`src/rtl/gis_pkg.sv`:
```
package gis_pkg;
  typedef enum logic [1:0] {
    ADDR_STAT_LO = 2'd0,
    ADDR_STAT_HI = 2'd1,
    ADDR_CTRL    = 2'd2,
    ADDR_RSVD    = 2'd3
  } gis_addr_e;

  localparam int CTRL_EN_BIT  = 16;
  localparam int CTRL_EOI_BIT = 31;
endpackage

```
`src/rtl/gis_group_or.sv`:
```
module gis_group_or #(
  parameter int NUM_PINS = 184,
  parameter int GRP_SIZE = 4,
  localparam int NUM_GRP = NUM_PINS / GRP_SIZE
) (
  input  logic [NUM_PINS-1:0] pend_i,
  output logic [NUM_GRP-1:0]  grp_o
);
  for (genvar g = 0; g < NUM_GRP; g++) begin : g_grp
    assign grp_o[g] = |pend_i[g*GRP_SIZE +: GRP_SIZE];
  end
endmodule

```
`src/rtl/gis_quiet_timer.sv`:
```
module gis_quiet_timer #(
  parameter int LEN_W = 12
) (
  input  logic             clk_i,
  input  logic             rst_ni,
  input  logic             start_i,
  input  logic [LEN_W-1:0] len_i,
  output logic             quiet_o
);
  logic [LEN_W-1:0] cnt_q;

  // a new start reloads the full length, also mid-window
  always_ff @(posedge clk_i or negedge rst_ni) begin
    if (!rst_ni)            cnt_q <= '0;
    else if (start_i)       cnt_q <= len_i;
    else if (cnt_q != '0)   cnt_q <= cnt_q - 1'b1;
  end

  assign quiet_o = (cnt_q != '0);
endmodule

```
`src/rtl/gis_irq_ctrl.sv`:
```
module gis_irq_ctrl (
  input  logic clk_i,
  input  logic rst_ni,
  input  logic sum_any_i,
  input  logic eoi_i,
  output logic irq_o
);
  logic irq_q;

  // eoi wins over a coincident summary; line re-rises next clock
  always_ff @(posedge clk_i or negedge rst_ni) begin
    if (!rst_ni)        irq_q <= 1'b0;
    else if (eoi_i)     irq_q <= 1'b0;
    else if (sum_any_i) irq_q <= 1'b1;
  end

  assign irq_o = irq_q;
endmodule

```
`src/rtl/gpio_irq_summary.sv`:
```
module gpio_irq_summary
  import gis_pkg::*;
#(
  parameter int NUM_PINS = 184,
  parameter int GRP_SIZE = 4,
  parameter int LEN_W    = 12,
  parameter int DATA_W   = 32
) (
  input  logic                clk_i,
  input  logic                rst_ni,
  input  logic [NUM_PINS-1:0] pend_i,
  input  logic [NUM_PINS-1:0] int_en_i,
  input  logic                db_wr_i,
  input  logic                reg_wr_i,
  input  logic [1:0]          reg_addr_i,
  input  logic [DATA_W-1:0]   reg_wdata_i,
  output logic [DATA_W-1:0]   reg_rdata_o,
  output logic [NUM_PINS-1:0] int_en_rd_o,
  output logic                host_irq_o
);
  localparam int NUM_GRP = NUM_PINS / GRP_SIZE;
  localparam int STAT_W  = 2 * DATA_W;

  logic [NUM_GRP-1:0] grp;
  logic [NUM_GRP-1:0] sum_q;
  logic [STAT_W-1:0]  sum_ext;
  logic [LEN_W-1:0]   len_q;
  logic               en_q;
  logic               quiet;
  logic               ctrl_wr;
  logic               eoi;

  assign ctrl_wr = reg_wr_i && (reg_addr_i == ADDR_CTRL);
  assign eoi     = ctrl_wr && reg_wdata_i[CTRL_EOI_BIT];

  gis_group_or #(.NUM_PINS(NUM_PINS), .GRP_SIZE(GRP_SIZE)) u_grp (
    .pend_i (pend_i),
    .grp_o  (grp)
  );

  always_ff @(posedge clk_i or negedge rst_ni) begin
    if (!rst_ni) begin
      len_q <= '0;
      en_q  <= 1'b0;
    end else if (ctrl_wr) begin
      len_q <= reg_wdata_i[LEN_W-1:0];
      en_q  <= reg_wdata_i[CTRL_EN_BIT];
    end
  end

  // timer sees the pre-write settings when a ctrl write coincides
  gis_quiet_timer #(.LEN_W(LEN_W)) u_quiet (
    .clk_i   (clk_i),
    .rst_ni  (rst_ni),
    .start_i (db_wr_i && en_q),
    .len_i   (len_q),
    .quiet_o (quiet)
  );

  always_ff @(posedge clk_i or negedge rst_ni) begin
    if (!rst_ni)    sum_q <= '0;
    else if (quiet) sum_q <= '0;
    else            sum_q <= grp;
  end

  gis_irq_ctrl u_irq (
    .clk_i     (clk_i),
    .rst_ni    (rst_ni),
    .sum_any_i (|sum_q),
    .eoi_i     (eoi),
    .irq_o     (host_irq_o)
  );

  assign sum_ext     = {{(STAT_W-NUM_GRP){1'b0}}, sum_q};
  assign int_en_rd_o = quiet ? '0 : int_en_i;

  always_comb begin
    reg_rdata_o = '0;
    case (reg_addr_i)
      ADDR_STAT_LO: reg_rdata_o = sum_ext[DATA_W-1:0];
      ADDR_STAT_HI: reg_rdata_o = sum_ext[STAT_W-1:DATA_W];
      ADDR_CTRL: begin
        reg_rdata_o[LEN_W-1:0]   = len_q;
        reg_rdata_o[CTRL_EN_BIT] = en_q;
      end
      default: reg_rdata_o = '0;
    endcase
  end
endmodule

```
`config.mk`:
```
export PLATFORM = sky130hd
export DESIGN_NAME = gpio_irq_summary
export DESIGN_NICKNAME = d
export VERILOG_FILES = /design/src/rtl/gis_pkg.sv /design/src/rtl/gis_group_or.sv /design/src/rtl/gis_quiet_timer.sv /design/src/rtl/gis_irq_ctrl.sv /design/src/rtl/gpio_irq_summary.sv
export SDC_FILE = /design/constraint.sdc
export NUM_CORES = 1
export LEC_CHECK = 0
export CORE_AREA = 2 2 243 245
export DETAILED_ROUTE_END_ITERATION = 7
export DIE_AREA = 0 0 245 247
export PLACE_DENSITY = 0.39
export REMOVE_ABC_BUFFERS = 1
export SETUP_SLACK_MARGIN = 0.02
export SYNTH_ARGS = -nofsm -noshare
export SYNTH_HDL_FRONTEND = slang
export SYNTH_HIERARCHICAL = 1
export SYNTH_SLANG_ARGS = --single-unit
```
`constraint.sdc`:
```
create_clock -name clk_i -period 2.95 [get_ports clk_i]
set_input_delay 0.59 -clock clk_i [delete_from_list [all_inputs] [get_ports clk_i]]
set_output_delay 0.59 -clock clk_i [all_outputs]
set_load 0.05 [all_outputs]
```
Word-level counts from Yosys, hierarchy flattened:

Index checks and enable logic that the tools add are counted.

* add/subtract/negate cells: 1
* equal/unequal tests: 2
* multiplexer cells: 10
* reduce and logical (&&, ||, !) cells: 54

Operator list (number)
* $mux 184: 1
* $reduce_or 4->1: 46
* $mux 46: 1
* $reduce_or 46->1: 1
* $pmux 12 s3: 1
* $mux 12: 2
* $mux 15: 1
* $reduce_bool 12->1: 1
* $sub 12x1->12 const B: 1
* $pmux 4 s2: 1
* $reduce_bool 2->1: 2
* $logic_and 1x1->1: 3
* $eq 2x1->1 const B: 1
* $eq 2x2->1 const B: 1
* $logic_not 2->1: 1
* $mux 1: 2
* $pmux 1 s2: 1

* flip-flop bits (word level): 72
* input bits: 406
* output and inout port bits: 217
* word-level logic and storage cells: 72

Logic depth before layout (Yosys ltp):

Gate-level depths: netlist of run 1.

* word-level depth: 4
* mapped depth: 8
* mapped depth without buffers: 6

Modules after synthesis:

Netlist of run 1, hierarchy kept.

By module, submodules not included
* gpio_irq_summary: times used 1, cells each 414, area an instance 3746.1 µm²
* gis_quiet_timer: times used 1, cells each 74, area an instance 716.9 µm²
* gis_group_or: times used 1, cells each 46, area an instance 345.3 µm²
* gis_irq_ctrl: times used 1, cells each 2, area an instance 35.0 µm²

Worst setup path before layout of run 1:

OpenSTA, ideal clock, no wires.

* kind: flip-flop to output port
* from: register u_quiet.cnt_q[7]
* to: output int_en_rd_o[0]
* arrival: 2.490 ns
* required time: 2.360 ns
* path slack: -0.130 ns
* cell stages (with the launch flop): 7
* path buffers: 2
* path through: dfrtp_1 -> or4_4 -> nor3_1 -> nand2_1 -> clkbuf_1 -> clkbuf_1 -> nor2b_1

* word-level cells in the longest chain between the ends: 2

Ends and longest elaborated chain
* start, declared: RTL line gis_quiet_timer.sv:10 `logic [LEN_W-1:0] cnt_q;`
* start signal, assigned: RTL line gis_quiet_timer.sv:15 `else if (start_i) cnt_q <= len_i;`
* start signal, assigned: RTL line gis_quiet_timer.sv:16 `else if (cnt_q != '0) cnt_q <= cnt_q - 1'b1;`
* $reduce_bool 12->1: RTL line gis_quiet_timer.sv:19 `assign quiet_o = (cnt_q != '0);`
* named net quiet: RTL line gpio_irq_summary.sv:29 `logic quiet;`
* $mux 184: RTL line gpio_irq_summary.sv:75 `assign int_en_rd_o = quiet ? '0 : int_en_i;`
* end, declared: RTL line gpio_irq_summary.sv:18 `output logic [NUM_PINS-1:0] int_en_rd_o,`

The timed path passes the listed nets, and every way through them passes these cells.

Worst setup path after layout of run 1:

* from: register u_quiet.cnt_q[6]
* to: output int_en_rd_o[157]

Same word-level chain as after synthesis.

==> impl_summary.txt, run 1 <==
----------------------------------------------------
[Run status]
  Result of the run ... finished, violations left
  Violations in the final reports ... negative setup slack

[Worst setup path]
  Largest fanout of any net on the critical path ... 18
  Kind of end point of the critical path ... output port
  Largest stage delay on the critical path ... 0.53 ns
  Startpoint type of the worst setup path ... flop
  Data required time at the worst endpoint ... 2.36 ns
  Kind of cell adding the most delay to the critical path ... simple AND/OR/NAND/NOR gates
  Data arrival time of the critical path ... 2.39 ns
  Cell with the largest stage delay on the worst path ... sky130_fd_sc_hd__or4_4
  Cell occurring most often along the worst timing path ... sky130_fd_sc_hd__buf_12
  Start-to-end type of the worst setup path ... flop to output port
  Buffers plus inverters on the worst setup path ... 4
  Critical path, cell by cell ... or4_4 -> nor3_2 -> buf_6 -> nand2_8 -> buf_12 -> buf_16 -> nor2b_2 -> buf_12

[Route]
  Initial DRC Count ... 145
  # DRC ... 0
  Post-DR wirelength/cell ... 19.6 um
  DR vias ... 6,508
  Vias per Instance ... 3.36
  First-pass DRT Iterations ... 4
  Total Routed Length ... 37,900 um
  Number of nets with antenna violations after routing ... 0

[Finish]
  Total Nets Final ... 1,565
  Final non-filler cell total ... 1,937
  Post-route standard cell area excluding fillers ... 15,600 sq um
  Util after Layout ... 0.268
  Synth-to-Final Area Change ... 223%
  Fraction of final layout cells with drive strength greater than 1 ... 0.415
  Number of fill cells ... 6,100

[Global route]
  Via count of the first global-routing pass ... 6,850
  Initial antenna violation count ... 22
  Wire length of the first global-routing pass ... 50,100 um
  Maximum number of pins on one net before global-route repair ... 50
  GRT overflow ... 0
  Total track usage ... 0.117

[Floorplan]
  Core area ... 58,200 sq um
  Initial cell density of the core ... 0.0832
  Chip Width ... 245 um
  Die height ... 247 um
  IO Pins ... 623
  Number of standard-cell rows in the floorplan ... 89
  Die outline area ... 60,500 sq um

[Placed design]
  HPWL after DPL ... 32,000 um
  Last weighted congestion value of the routability-driven placer ... 0.881
  Worst slack at placement ... -0.261 ns
  PortBufs ... 604
  Placement Cell Area ... 14,100 sq um
  Instance count after placement with tap cells included ... 1,898

[STA]
  Setup repair after global routing missed its margin ... true
  Period utilisation layout ... 1.01
  Number of hold violations in the final report ... 0
  Max transition margin ... 0.534
  Final critical delay including setup and external delays ... 2.98 ns
  Slew at the pin with the worst max-slew slack ... 0.698 ns
  Setup-failing EPs final ... 15
  Slack of the critical path ... -0.0317 ns
  Max Clk Rate ... 0.335 GHz
  Worst clock skew ... 0.00519 ns
  Fin. max-slew vios ... 0

[Pwr]
  Peak VDD IR ... 0.000275 V
  Cell area power density ... 256 nW/um^2
  Tot Pwr ... 4.01 mW
  Share of total power in the clock network ... 0.267
  Net Sw Power ... 1.23 mW
  Power share of the combinational group ... 0.421
  Register share of total power ... 0.312
  Pint ... 2.78 mW
  Lkg Pwr ... 6.07 nW
  Switching share of total power ... 0.306

[Yosys]
  Most common flop cell mapped by yosys ... sky130_fd_sc_hd__dfrtp_1
  Asr flop ratio synth ... 1.00
  Cell Area, Synth ... 4840 sq um
  Portion of the post-synthesis area used by sequential elements ... 0.372
  Distinct cell type count of the synthesized netlist ... 36
  EDFF count, synth ... 0
  Synth top area share ... 0.372
  Avg Cell Area, Syn ... 9.04 sq um
  Most instantiated library cell after synthesis ... sky130_fd_sc_hd__nor2b_1
  Synthesis Warnings ... 6
  Post-synthesis cell type with the largest combined area ... sky130_fd_sc_hd__dfrtp_1
  Largest cells by area after synthesis ... sky130_fd_sc_hd__dfrtp_1 (37%), sky130_fd_sc_hd__nor2b_1 (30%), sky130_fd_sc_hd__or4_1 (7.4%)
  Gate count after technology mapping ... 536
  Top post-synthesis cells by count ... sky130_fd_sc_hd__nor2b_1 (231), sky130_fd_sc_hd__dfrtp_1 (72), sky130_fd_sc_hd__or4_1 (48), sky130_fd_sc_hd__clkbuf_1 (30), sky130_fd_sc_hd__nand2_1 (22)
  Flops & latches, synth ... 72

[Clock tree]
  Number of buffers created by CTS ... 9
  Sink Count ... 72
  Cell at the root of the clock tree ... sky130_fd_sc_hd__clkbuf_16
  Number of H-tree levels ... 3
  Max Root-Sink Buffers ... 2
  Clock insertion delay at the later pin of the skew report ... 0.35 ns
  Total of hold buffers inserted after clock tree synthesis ... 0
  Clock tree from TritonCTS ... yes
  Clock Pin Slew Worst Setup and Hold Paths ... 0.06 ns

[Hold path]
  Type of the most critical hold path ... input pin to async pin

[Run]
  Max-cap violations ... 0

----------------------------------------------------
[path summary, 6_finish.rpt]
kind                                        from               end  slack [ns]  depth (start not counted)
worst max-delay path            u_quiet/cnt_q[6]  int_en_rd_o[157]       -0.03                          8
worst min-delay path                      rst_ni         sum_q[40]        0.17                          1
worst max register to register  u_quiet/cnt_q[6]         sum_q[42]        0.80                          8
worst min register to register          len_q[0]  u_quiet/cnt_q[0]        0.51                          2
max in group asynchronous                 rst_ni          len_q[1]        2.12                          2
min in group clk_i                      len_q[0]  u_quiet/cnt_q[0]        0.51                          2
[power by group through the flow]
stage               registers [mW]  clock network, mW  logic, mW
floorplan                     1.25                  0      0.599
global placement              1.27                  0       1.52
detailed placement            1.28                  0       1.53
CTS                           1.25               1.11       1.66
global route                  1.27               1.15       1.80
finish                        1.25               1.07       1.69
[cell type report]
cell class | count | area (sq um) | area share
clock buffers | 9 | 225 | 0.0144
repair buffers | 645 | 8770 | 0.561
inverters | 3 | 11.3 | 0.000720
flip-flops and latches | 72 | 1800 | 0.115
diodes | 2 | 5.00 | 0.000320
well taps | 773 | 967 | 0.0619
clock inverters | 7 | 62.6 | 0.00400
multi-input cells | 426 | 3790 | 0.242
[worst register-to-register path, cell delays in order (launching register included)]
cell and delay [ns]:
sky130_fd_sc_hd__dfrtp_1 0.40, sky130_fd_sc_hd__or4_4 0.53, sky130_fd_sc_hd__nor3_2 0.14, sky130_fd_sc_hd__buf_6 0.16, sky130_fd_sc_hd__buf_12 0.11, sky130_fd_sc_hd__nand2_8 0.12, sky130_fd_sc_hd__buf_16 0.20, sky130_fd_sc_hd__buf_4 0.18
sky130_fd_sc_hd__nor2b_1 0.21
[flip-flops by register name (all words and copies together) (netlist names)]
| name | cells |
|---|---|
| len_q | 12 |
| u_irq/irq_o | 1 |
| en_q | 1 |
| sum_q | 46 |
| u_quiet/cnt_q | 12 |
[placed cells by master (no fill, tap or decap), drive strengths merged, types with 11 or more instances in the layout]
| cell type | synthesis | routed |
|---|---|---|
| nor2b | 232 | 232 |
| dfrtp | 72 | 72 |
| and2 | 18 | 18 |
| or4 | 49 | 49 |
| nand2 | 23 | 24 |
| o21ai | 15 | 15 |
| clkdlybuf4s50 | 0 | 387 |
| buf | 6 | 256 |
| nor4 | 14 | 14 |
| clkbuf | 30 | 11 |
| mux2i | 15 | 15 |
| mux2 | 14 | 14 |
[metal layers]
metal	share of wire	vias to the layer above	global-route usage
met1	0.34	3014	0.114
met4	0.030	32	0.0400
li1	-	3043	-
met5	0.0049	-	0
met3	0.11	74	0.0576
met2	0.52	345	0.215
[logic make-up (layout without fill, tap and decap cells)]
group | after synthesis | count (layout) | share of synthesized area
and+or+nand+nor | 356 | 357 | 0.462
DFF | 72 | 72 | 0.372
buffers and inverters | 39 | 664 | 0.0346
AOI/OAI and AO/OA | 29 | 29 | 0.0382
muxes | 29 | 29 | 0.0713
xor gates and xnor gates | 9 | 9 | 0.0163
adders and majority gates | 2 | 2 | 0.00517
other | 0 | 2 | 0
[per-stage QoR]
| stage | setup TNS, ns | hold WS [ns] |
|---|---|---|
| 2_1_floorplan | -744.51 | 0.294 |
| 3_3_place_gp | -3.83 | 0.501 |
| 3_5_place_dp | -4.10 | 0.505 |
| 4_1_cts | -1.54 | 0.173 |
| 5_1_grt | -10.81 | 0.199 |
| 6_report | -0.221 | 0.175 |
[what timing repair did]
action | 4_1_cts | 5_1_grt
cloned | 5 | 5
pin swaps | 3 | 0
hold endpoints to repair | 0 | 0
setup buffers | 11 | 1
endpoints found under the setup margin | 201 | 184
gates resized for setup | 183 | 97
Note: power is estimated with default switching activity, not from simulation.
==> run 2: changes to the inputs <==
- CORE_AREA: 2 2 243 245 -> 2 2 245 247
- DIE_AREA: 0 0 245 247 -> 0 0 247 249
- PLACE_DENSITY: 0.39 -> 0.4
- REMOVE_ABC_BUFFERS: 1 -> not set
- clock period: 2.95 -> 2.6 ns (I/O delays scaled with it)
==> impl_summary.txt, run 2 (synthesis results as in run 1) <==
----------------------------------------------------
[Route]
  Total Routed Length ... 39,000 um
  Initial DRC Count ... 202
  Number of nets with antenna violations after routing ... 0
  Post-DR wirelength/cell ... 20.1 um
  # DRC ... 0
  Vias per Instance ... 3.30
  DR vias ... 6,408
  First-pass DRT Iterations ... 4

[STA]
  Max transition margin ... 0.507
  Max Clk Rate ... 0.334 GHz
  Setup repair after global routing missed its margin ... true
  Slew at the pin with the worst max-slew slack ... 0.733 ns
  Final critical delay including setup and external delays ... 2.99 ns
  Tightest hold margin ... 0.123 ns
  Setup-failing EPs final ... 184
  Number of hold violations in the final report ... 0
  Worst clock skew ... 0.00502 ns
  Period utilisation layout ... 1.15
  Fin. max-slew vios ... 0
  Slack of the critical path ... -0.395 ns

[Placed design]
  Instance count after placement with tap cells included ... 1,911
  Last weighted congestion value of the routability-driven placer ... 0.805
  Placement Cell Area ... 14,200 sq um
  PortBufs ... 604
  HPWL after DPL ... 34,400 um

[Finish]
  Largest registers ... sum_q: 46 flops, len_q: 12 flops, u_quiet/cnt_q: 12 flops
  Synth-to-Final Area Change ... 212%
  Most common library cell in the layout ignoring fill and taps ... sky130_fd_sc_hd__clkdlybuf4s50_1
  Commonest cells after routing, fill and taps aside ... sky130_fd_sc_hd__clkdlybuf4s50_1 (387), sky130_fd_sc_hd__buf_12 (223), sky130_fd_sc_hd__nor2b_1 (115)
  Total Nets Final ... 1,562
  Flip-flop count of the largest register, all copies and words added ... 46
  Final non-filler cell total ... 1,941
  Top register by number of flip-flops ... sum_q
  Post-route standard cell area excluding fillers ... 15,100 sq um
  Fraction of final layout cells with drive strength greater than 1 ... 0.352

[Clock tree]
  Max Root-Sink Buffers ... 2
  Number of H-tree levels ... 3
  Number of buffers created by CTS ... 9
  Clock tree from TritonCTS ... yes
  Total of hold buffers inserted after clock tree synthesis ... 0
  Cell at the root of the clock tree ... sky130_fd_sc_hd__clkbuf_16
  Clock Pin Slew Worst Setup and Hold Paths ... 0.06 ns
  Clock insertion delay at the later pin of the skew report ... 0.35 ns
  Sink Count ... 72

[Pwr]
  Peak VDD IR ... 0.000292 V
  Cell area power density ... 294 nW/um^2
  Lkg Pwr ... 5.80 nW

[Run status]
  Violations in the final reports ... negative setup slack
  Result of the run ... finished, violations left

[Floorplan]
  Chip Width ... 247 um
  Number of standard-cell rows in the floorplan ... 89
  Core area ... 58,700 sq um
  Die height ... 249 um
  Die outline area ... 61,500 sq um
  Initial cell density of the core ... 0.0825
  IO Pins ... 623

[Worst setup path]
  Data arrival time of the critical path ... 2.47 ns
  Worst reg-to-reg setup slack ... 0.45 ns
  Start-to-end type of the worst setup path ... flop to output port
  Startpoint type of the worst setup path ... flop
  Kind of end point of the critical path ... output port
  Largest fanout of any net on the critical path ... 75
  Data required time at the worst endpoint ... 2.08 ns

[Run]
  Max-cap violations ... 0

[Global route]
  GRT overflow ... 0
  Via count of the first global-routing pass ... 7,012
  Total track usage ... 0.120
  Maximum number of pins on one net before global-route repair ... 76
  Wire length of the first global-routing pass ... 51,500 um
  Initial antenna violation count ... 23

[Hold path]
  Type of the most critical hold path ... input pin to async pin

[Yosys]
  Total nets after synthesis ... 944

----------------------------------------------------
run 2: cell count changes in the layout (fill, tap and decap cells not counted), moves of 4 or more:
| cell | before | now |
|---|---|---|
| sky130_fd_sc_hd__buf_4 | 23 | 27 |
| sky130_fd_sc_hd__nor2b_4 | 83 | 35 |
| sky130_fd_sc_hd__buf_16 | 6 | 1 |
| sky130_fd_sc_hd__o21ai_0 | 13 | 6 |
| sky130_fd_sc_hd__nor2b_2 | 102 | 82 |
| sky130_fd_sc_hd__o21ai_1 | 2 | 9 |
| sky130_fd_sc_hd__diode_2 | 2 | 10 |
| sky130_fd_sc_hd__nor2b_1 | 47 | 115 |
run 2: power breakdown:
part / total [mW] / leakage [nW] / switching (mW) / internal (mW)
sequential: 1.41 / 0.954 / 0.137 / 1.27
combinational: 1.87 / 4.71 / 0.741 / 1.12
clock: 1.17 / 0.134 / 0.479 / 0.689
total: 4.44 / 5.80 / 1.36 / 3.09
run 2: routing by layer:
layer | GRT usage | part of all wire | up-vias
met2 | 0.230 | 0.54 | 324
met4 | 0.0312 | 0.018 | 20
met1 | 0.109 | 0.32 | 2971
li1 | - | - | 3047
met5 | 0 | 0.0033 | -
met3 | 0.0602 | 0.12 | 46
run 2: path summary, 6_finish.rpt:
path                                  start  cells after the start                to
min reg2reg                     u_irq/irq_o                      1       u_irq/irq_o
min                                  rst_ni                      1       u_irq/irq_o
min in group clk_i              u_irq/irq_o                      1       u_irq/irq_o
max in group asynchronous            rst_ni                      2         sum_q[32]
max reg2reg                u_quiet/cnt_q[7]                      7          sum_q[6]
max                        u_quiet/cnt_q[7]                      6  int_en_rd_o[134]
run 2: what timing repair did:
item / CTS / global route
resized for setup: 69 / 76
buffers inserted: 0 / 4
setup endpoints to repair: 184 / 184
cloned: 0 / 3
pin swaps: 2 / 0
run 2: area by class of cell:
class	instances	area [sq um]
Antenna cell	10	25.0
Clock buffer	12	256
Clock inverter	3	17.5
Fill cell	6154	43600
Inverter	3	11.3
Multi-Input combinational cell	425	3350
Sequential cell	72	1800
Tap cell	773	967
Timing Repair Buffer	643	8670
run 2: worst max-delay path: stages, from the launching register on:
cell	delay (ns)
sky130_fd_sc_hd__dfrtp_1	0.38
sky130_fd_sc_hd__or4_4	0.57
sky130_fd_sc_hd__nor3_4	0.21
sky130_fd_sc_hd__nand2_4	0.16
sky130_fd_sc_hd__buf_12	0.20
sky130_fd_sc_hd__nor2b_1	0.29
sky130_fd_sc_hd__buf_12	0.18
run 2: metrics by stage:
stage	util	power [mW]	worst slack [ns]	TNS (ns)
CTS	0.250	4.48	-0.369	-56.55
floorplan	-	2.13	-0.342	-61.12
finish	0.257	4.44	-0.395	-55.75
global placement	0.243	3.23	-0.0902	-4.08
global route	0.257	4.70	-0.452	-70.60
detailed placement	0.243	3.24	-0.0911	-5.20
